<file path="config.mk">
export PLATFORM = sky130hd
export DESIGN_NAME = ssmac_top
export DESIGN_NICKNAME = d
export VERILOG_FILES = /design/src/rtl/ssmac_pkg.sv /design/src/rtl/ssmac_route.sv /design/src/rtl/ssmac_subacc.sv /design/src/rtl/ssmac_readout.sv /design/src/rtl/ssmac_top.sv
export SDC_FILE = /design/constraint.sdc
export NUM_CORES = 1
export LEC_CHECK = 0
export CAP_MARGIN = 20
export CORE_ASPECT_RATIO = 1.25
export CORE_MARGIN = 1
export CORE_UTILIZATION = 56
export DETAILED_ROUTE_END_ITERATION = 8
export PLACE_DENSITY = 0.76
export RECOVER_POWER = 50
export SYNTH_ARGS = -nofsm -noshare
export SYNTH_HDL_FRONTEND = slang
export SYNTH_SLANG_ARGS = --single-unit
</file>
<file path="constraint.sdc">
create_clock -name clk -period 5 [get_ports clk]
set_input_delay 1 -clock clk [delete_from_list [all_inputs] [get_ports clk]]
set_output_delay 1 -clock clk [all_outputs]
set_load 0.005 [all_outputs]
</file>
<file path="src/rtl/ssmac_pkg.sv">
package ssmac_pkg;

    typedef enum logic {
        BANK_NEG = 1'b0,
        BANK_POS = 1'b1
    } bank_e;

    localparam int NUM_BANKS = 2;

    // Product sign is positive when both operand signs agree.
    function automatic bank_e pick_bank(input logic act_sign, input logic wgt_sign);
        return (act_sign ~^ wgt_sign) ? BANK_POS : BANK_NEG;
    endfunction

endpackage

</file>
<file path="src/rtl/ssmac_route.sv">
module ssmac_route
    import ssmac_pkg::*;
#(
    parameter int DATA_W = 8,
    parameter int LO_W   = 4,
    localparam int MAG_W = DATA_W - 1,
    localparam int HI_W  = MAG_W - LO_W
) (
    input  logic                 fire,
    input  logic [DATA_W-1:0]    act,
    input  logic [DATA_W-1:0]    wgt,
    output logic [NUM_BANKS-1:0] bank_en,
    output logic [MAG_W-1:0]     amag,
    output logic [HI_W-1:0]      whi,
    output logic [LO_W-1:0]      wlo
);
    bank_e sel;
    logic  nonzero;

    always_comb begin
        amag    = act[MAG_W-1:0];
        whi     = wgt[MAG_W-1:LO_W];
        wlo     = wgt[LO_W-1:0];
        sel     = pick_bank(act[DATA_W-1], wgt[DATA_W-1]);
        nonzero = (|act[MAG_W-1:0]) && (|wgt[MAG_W-1:0]);
        bank_en = '0;
        if (fire && nonzero) begin
            bank_en[sel] = 1'b1;
        end
    end
endmodule

</file>
<file path="src/rtl/ssmac_subacc.sv">
module ssmac_subacc #(
    parameter int MAG_W = 7,
    parameter int SL_W  = 4,
    parameter int ACC_W = 19
) (
    input  logic             clk,
    input  logic             rst,
    input  logic             clear,
    input  logic             en,
    input  logic [MAG_W-1:0] amag,
    input  logic [SL_W-1:0]  slice,
    output logic [ACC_W-1:0] acc
);
    logic [ACC_W-1:0] prod;

    assign prod = ACC_W'(amag) * ACC_W'(slice);

    always_ff @(posedge clk) begin
        if (rst || clear) begin
            acc <= '0;
        end else if (en) begin
            acc <= acc + prod;
        end
    end

    // a clear leaves the counter empty on the next cycle
    assert_clear_zero_R6: assert property (@(posedge clk) disable iff (rst)
        clear |=> (acc == '0));

    // an accumulation never wraps below the previous value
    assert_no_overflow_R8: assert property (@(posedge clk) disable iff (rst)
        (en && !clear) |=> (acc >= $past(acc)));
endmodule

</file>
<file path="src/rtl/ssmac_readout.sv">
module ssmac_readout #(
    parameter int ACC_W = 19,
    parameter int LO_W  = 4,
    parameter int RES_W = 25,
    localparam int TOT_W = ACC_W + LO_W + 1
) (
    input  logic             clk,
    input  logic             rst,
    input  logic             rd_req,
    input  logic [ACC_W-1:0] pos_hi,
    input  logic [ACC_W-1:0] pos_lo,
    input  logic [ACC_W-1:0] neg_hi,
    input  logic [ACC_W-1:0] neg_lo,
    output logic             res_valid,
    output logic [RES_W-1:0] res_data
);
    logic [TOT_W-1:0] pos_tot;
    logic [TOT_W-1:0] neg_tot;
    logic [RES_W-1:0] diff;

    always_comb begin
        pos_tot = {1'b0, pos_hi, {LO_W{1'b0}}} + TOT_W'(pos_lo);
        neg_tot = {1'b0, neg_hi, {LO_W{1'b0}}} + TOT_W'(neg_lo);
        diff    = RES_W'(pos_tot) - RES_W'(neg_tot);
    end

    always_ff @(posedge clk) begin
        if (rst) begin
            res_valid <= 1'b0;
            res_data  <= '0;
        end else begin
            res_valid <= rd_req;
            if (rd_req) begin
                res_data <= diff;
            end
        end
    end

    // every request yields a result on the next cycle
    assert_result_follows_R7: assert property (@(posedge clk) disable iff (rst)
        rd_req |=> res_valid);

    // no result appears without a request
    assert_result_single_R7: assert property (@(posedge clk) disable iff (rst)
        !rd_req |=> !res_valid);
endmodule

</file>
<file path="src/rtl/ssmac_top.sv">
module ssmac_top
    import ssmac_pkg::*;
#(
    parameter int DATA_W  = 8,
    parameter int LO_W    = 4,
    parameter int MAX_OPS = 256,
    localparam int MAG_W  = DATA_W - 1,
    localparam int HI_W   = MAG_W - LO_W,
    localparam int ACC_W  = MAG_W + LO_W + $clog2(MAX_OPS),
    localparam int RES_W  = ACC_W + LO_W + 2
) (
    input  logic              clk,
    input  logic              rst,
    input  logic              clear,
    input  logic              in_valid,
    output logic              in_ready,
    input  logic [DATA_W-1:0] in_act,
    input  logic [DATA_W-1:0] in_wgt,
    input  logic              rd_req,
    output logic              res_valid,
    output logic [RES_W-1:0]  res_data
);
    logic                 fire;
    logic [NUM_BANKS-1:0] bank_en;
    logic [MAG_W-1:0]     amag;
    logic [HI_W-1:0]      whi;
    logic [LO_W-1:0]      wlo;
    logic [ACC_W-1:0]     acc_hi [NUM_BANKS];
    logic [ACC_W-1:0]     acc_lo [NUM_BANKS];

    assign in_ready = !clear;
    assign fire     = in_valid && in_ready;

    ssmac_route #(.DATA_W(DATA_W), .LO_W(LO_W)) u_route (
        .fire    (fire),
        .act     (in_act),
        .wgt     (in_wgt),
        .bank_en (bank_en),
        .amag    (amag),
        .whi     (whi),
        .wlo     (wlo)
    );

    for (genvar b = 0; b < NUM_BANKS; b++) begin : g_bank
        ssmac_subacc #(.MAG_W(MAG_W), .SL_W(HI_W), .ACC_W(ACC_W)) u_hi (
            .clk   (clk),
            .rst   (rst),
            .clear (clear),
            .en    (bank_en[b]),
            .amag  (amag),
            .slice (whi),
            .acc   (acc_hi[b])
        );
        ssmac_subacc #(.MAG_W(MAG_W), .SL_W(LO_W), .ACC_W(ACC_W)) u_lo (
            .clk   (clk),
            .rst   (rst),
            .clear (clear),
            .en    (bank_en[b]),
            .amag  (amag),
            .slice (wlo),
            .acc   (acc_lo[b])
        );
    end

    ssmac_readout #(.ACC_W(ACC_W), .LO_W(LO_W), .RES_W(RES_W)) u_readout (
        .clk       (clk),
        .rst       (rst),
        .rd_req    (rd_req),
        .pos_hi    (acc_hi[BANK_POS]),
        .pos_lo    (acc_lo[BANK_POS]),
        .neg_hi    (acc_hi[BANK_NEG]),
        .neg_lo    (acc_lo[BANK_NEG]),
        .res_valid (res_valid),
        .res_data  (res_data)
    );

    // a same-sign operation leaves the negative bank untouched
    assert_same_sign_to_pos_R2: assert property (@(posedge clk) disable iff (rst)
        (fire && (in_act[DATA_W-1] == in_wgt[DATA_W-1])) |=>
            ($stable(acc_hi[BANK_NEG]) && $stable(acc_lo[BANK_NEG])));

    // a mixed-sign operation leaves the positive bank untouched
    assert_mixed_sign_to_neg_R3: assert property (@(posedge clk) disable iff (rst)
        (fire && (in_act[DATA_W-1] != in_wgt[DATA_W-1])) |=>
            ($stable(acc_hi[BANK_POS]) && $stable(acc_lo[BANK_POS])));

    // a zero magnitude changes no counter
    assert_zero_mag_idle_R5: assert property (@(posedge clk) disable iff (rst)
        (fire && ((in_act[MAG_W-1:0] == '0) || (in_wgt[MAG_W-1:0] == '0))) |=>
            ($stable(acc_hi[BANK_POS]) && $stable(acc_lo[BANK_POS]) &&
             $stable(acc_hi[BANK_NEG]) && $stable(acc_lo[BANK_NEG])));

    // no operand is taken while clearing
    assert_ready_low_in_clear_R9: assert property (@(posedge clk) disable iff (rst)
        clear |-> !(|bank_en));
endmodule

</file>
==> reports/qor.csv <==
metric,value,unit
standard cell area after detailed placement,0.0101,mm²
most frequent standard cell in the layout excluding fill and tap cells,nand2_1,
Vias,7907,
hold buffer count at cts,0,
Fmax achieved,0.205,GHz
crit path time final,4.88,ns
"EDFF count, synth",0,
critical path data required time,5.22,ns
total negative setup slack,0,ns
capturing element type of the critical path,register,
H-tree depth,3,
synthesis-stage register bit count,102,
global router's overall resource usage,27.3,%
Max Fanout on Critical Path,4,
effective utilization at floorplan,58.0,%
unrepaired setup endpoints after global routing,true,
count of antenna diodes in the layout,0,
sequential element share of the synthesized area,23.1,%
later-pin clock latency in the skew report,0.35,ns
power density over the cells,278,mW/mm²
synthesized instance count,1060,
boundary pin count,48,
clock slew seen by the registers of the worst setup and hold paths,0.07,ns
crit path kind,in -> reg,
total half-perimeter wirelength after legalization and detailed placement,16700,µm
r2r worst-path depth,11,
count of routing violations after the opening detailed-route iteration,519,
largest voltage drop on the vdd net,168,µV
clock tree from TritonCTS,yes,
total of endpoints with negative setup slack in the final report,0,
endpoint arrival time on the critical path,5.10,ns
fill cell instance count of the final layout,1187,
status,finished with violations,
relative area change from synthesis to final layout,21.3,%
"Primary FF master, synth",dfxtp_1,
Final Max Slew Viols,37,
num rows,50,
clock sinks,102,
post-synthesis async set-or-reset flop share,0,%
most frequent cells in the layout,"129 x nand2_1, 102 x dfxtp_1, 98 x buf_4",
Post-route DRC,0,
crit share post-route,97.5,%
via count of the first global-routing pass,7640,
Worst setup SP type,input pin,
nets in the synthesized netlist,1237,
number of distinct standard cells referenced by the synthesized netlist,60,
per-instance average area after synthesis,8.32,µm²
clock root buffer,clkbuf_16,
pin count of the biggest net entering global routing,37,
fraction of synthesized cell area taken by the top area cell type,23.1,%
First-pass DRT Iterations,5,
number of hold violations in the final report,0,
area of the mapped netlist,0.00882,mm²
fraction of layout cells with a size suffix above 1,14.4,%
wire length per cell,15.3,µm
largest area contributor in the synthesized netlist,dfxtp_1,
antenna-violating nets left,0,
final setup margin,0.123,ns
Overflow after GRT,0,
floorplan die area,0.0163,mm²
hold-critical path depth,2,
final net count,1372,
worst-case headroom to the max-slew limit,-10.9,%
wire length of the first global-routing pass,35300,µm
CTS Buffer Depth,2,
standard cell core area,0.0152,mm²
number of buffers inserted by port buffering,47,
yosys synthesis warning count,0,
overall power consumption,2980,µW
global placer's final weighted congestion,0.882,
static leakage,0.00480,µW
Post-Route Skew,0.00509,ns
actual slew at the worst max-slew pin,1.66,ns
minimum setup slack after placement,-0.744,ns
post-DR vias/cell,5.62,
initial antenna violation count,0,
violated checks,"max-capacitance violations, max-slew violations",
clock buffer count from CTS,9,
final instance area,0.0107,mm²
biggest area contributors in the synthesized netlist,"dfxtp_1 23%, ha_1 15%, fa_1 12%",
classification of the worst-slack hold path,reg -> reg,
MaxCap Viol Count,1,
vertical extent of the die,142,µm
Horiz. Die Dim,114,µm
Post-Route WL,21500,µm
-- path summary, 6_finish.rpt --
path / from / slack [ns] / end
max: in_act[0] / 0.12 / g_bank[0].u_lo.acc[14]
min: u_readout.res_data[17] / 0.45 / u_readout.res_data[17]
max reg2reg: g_bank[0].u_hi.acc[0] / 1.12 / u_readout.res_data[22]
min reg2reg: u_readout.res_data[17] / 0.45 / u_readout.res_data[17]
-- timing repair --
| action | in CTS | in global routing |
|---|---|---|
| gates resized for setup | 31 | 37 |
| gates cloned | 0 | 0 |
| setup endpoints to repair | 19 | 22 |
| hold endpoints to repair | 0 | 0 |
| setup buffers | 5 | 6 |
| pin swaps | 21 | 32 |
-- routing by layer --
layer	up-vias	global-route usage, %	wire length (µm)
met5	-	0	0
met4	0	10.3	610
met2	214	49.7	10900
met1	3746	32.8	9120
met3	48	3.24	811
li1	3899	-	-
-- cell type report --
cell class	instances	area, µm²	area share, %
Sequential cell	102	2040	19.1
Multi-Input combinational cell	840	6560	61.3
Clock inverter	3	43.8	0.409
Tap cell	208	260	2.43
Timing Repair Buffer	149	1200	11.2
Clock buffer	13	250	2.34
Inverter	93	349	3.26
-- cell usage after synthesis, drive strengths merged (3+ instances only) --
library cell and number:
or2 4, a22o 3, nand4 10, nor3b 5
o21bai 5, nand2 130, and2 35, o41ai 3
a211oi 11, or3 3, a21boi 3, or4 4
o211ai 4, nand2b 3, a31o 3, nor2 93
nor3 15, mux2i 13, o311ai 3, o21a 6
a211o 3, nor4 7, inv 93, a21oi 98
nand3 27, and3 7, dfxtp 102, a31oi 7
o21ai 32, clkbuf 23, nor2b 10, a21o 24
ha 104, fa 52, o31ai 7, xor2 34
xnor2 53
-- logic make-up (layout without fill, tap and decap cells) --
kind of cell,Yosys count,count (layout),synth area share [%]
xor gates and xnor gates,87,87,8.72
and+or+nand+nor,360,360,19.2
buffers and inverters,118,258,5.02
DFF,102,102,23.1
muxes,13,13,1.48
adders and majority gates,156,156,26.6
AOI/OAI and AO/OA,224,224,15.9
-- worst max-delay path, cell delays in order --
cell and delay (ns):
dlygate4sd2_1 0.21, nand2_1 0.07, fa_1 0.48, inv_1 0.05, fa_1 0.52, fa_2 0.42, a21o_1 0.22, a21oi_4 0.16
nor2b_1 0.06, o21a_1 0.22, nor2_2 0.17, xnor2_2 0.15, ha_4 0.31, buf_4 0.10, buf_4 0.11, a21oi_1 0.06
a21o_1 0.16, or4_4 0.43, xnor2_2 0.14, nor2_1 0.05
-- where the power goes --
part,total [µW],internal [µW],switching (µW)
registers,905,873,32.3
logic,1360,687,672
clock network,713,403,310
-- sequential cells by signal, summed over array words and instances (netlist names) --
name and cells:
g_bank.u_hi.acc 38, g_bank.u_lo.acc 38, u_readout.res_data 25, u_readout.res_valid 1
-- per-stage QoR --
stage                     utilization (%)  cells  hold slack [ns]
final                                70.4   1408            0.446
after detailed placement             66.7   1381            0.445
after CTS                            69.7   1402            0.461
after global routing                 70.4   1408            0.479
after floorplan                         -   1060            0.449
after global placement               66.7   1381            0.435
(Power assumes the default switching activity.)
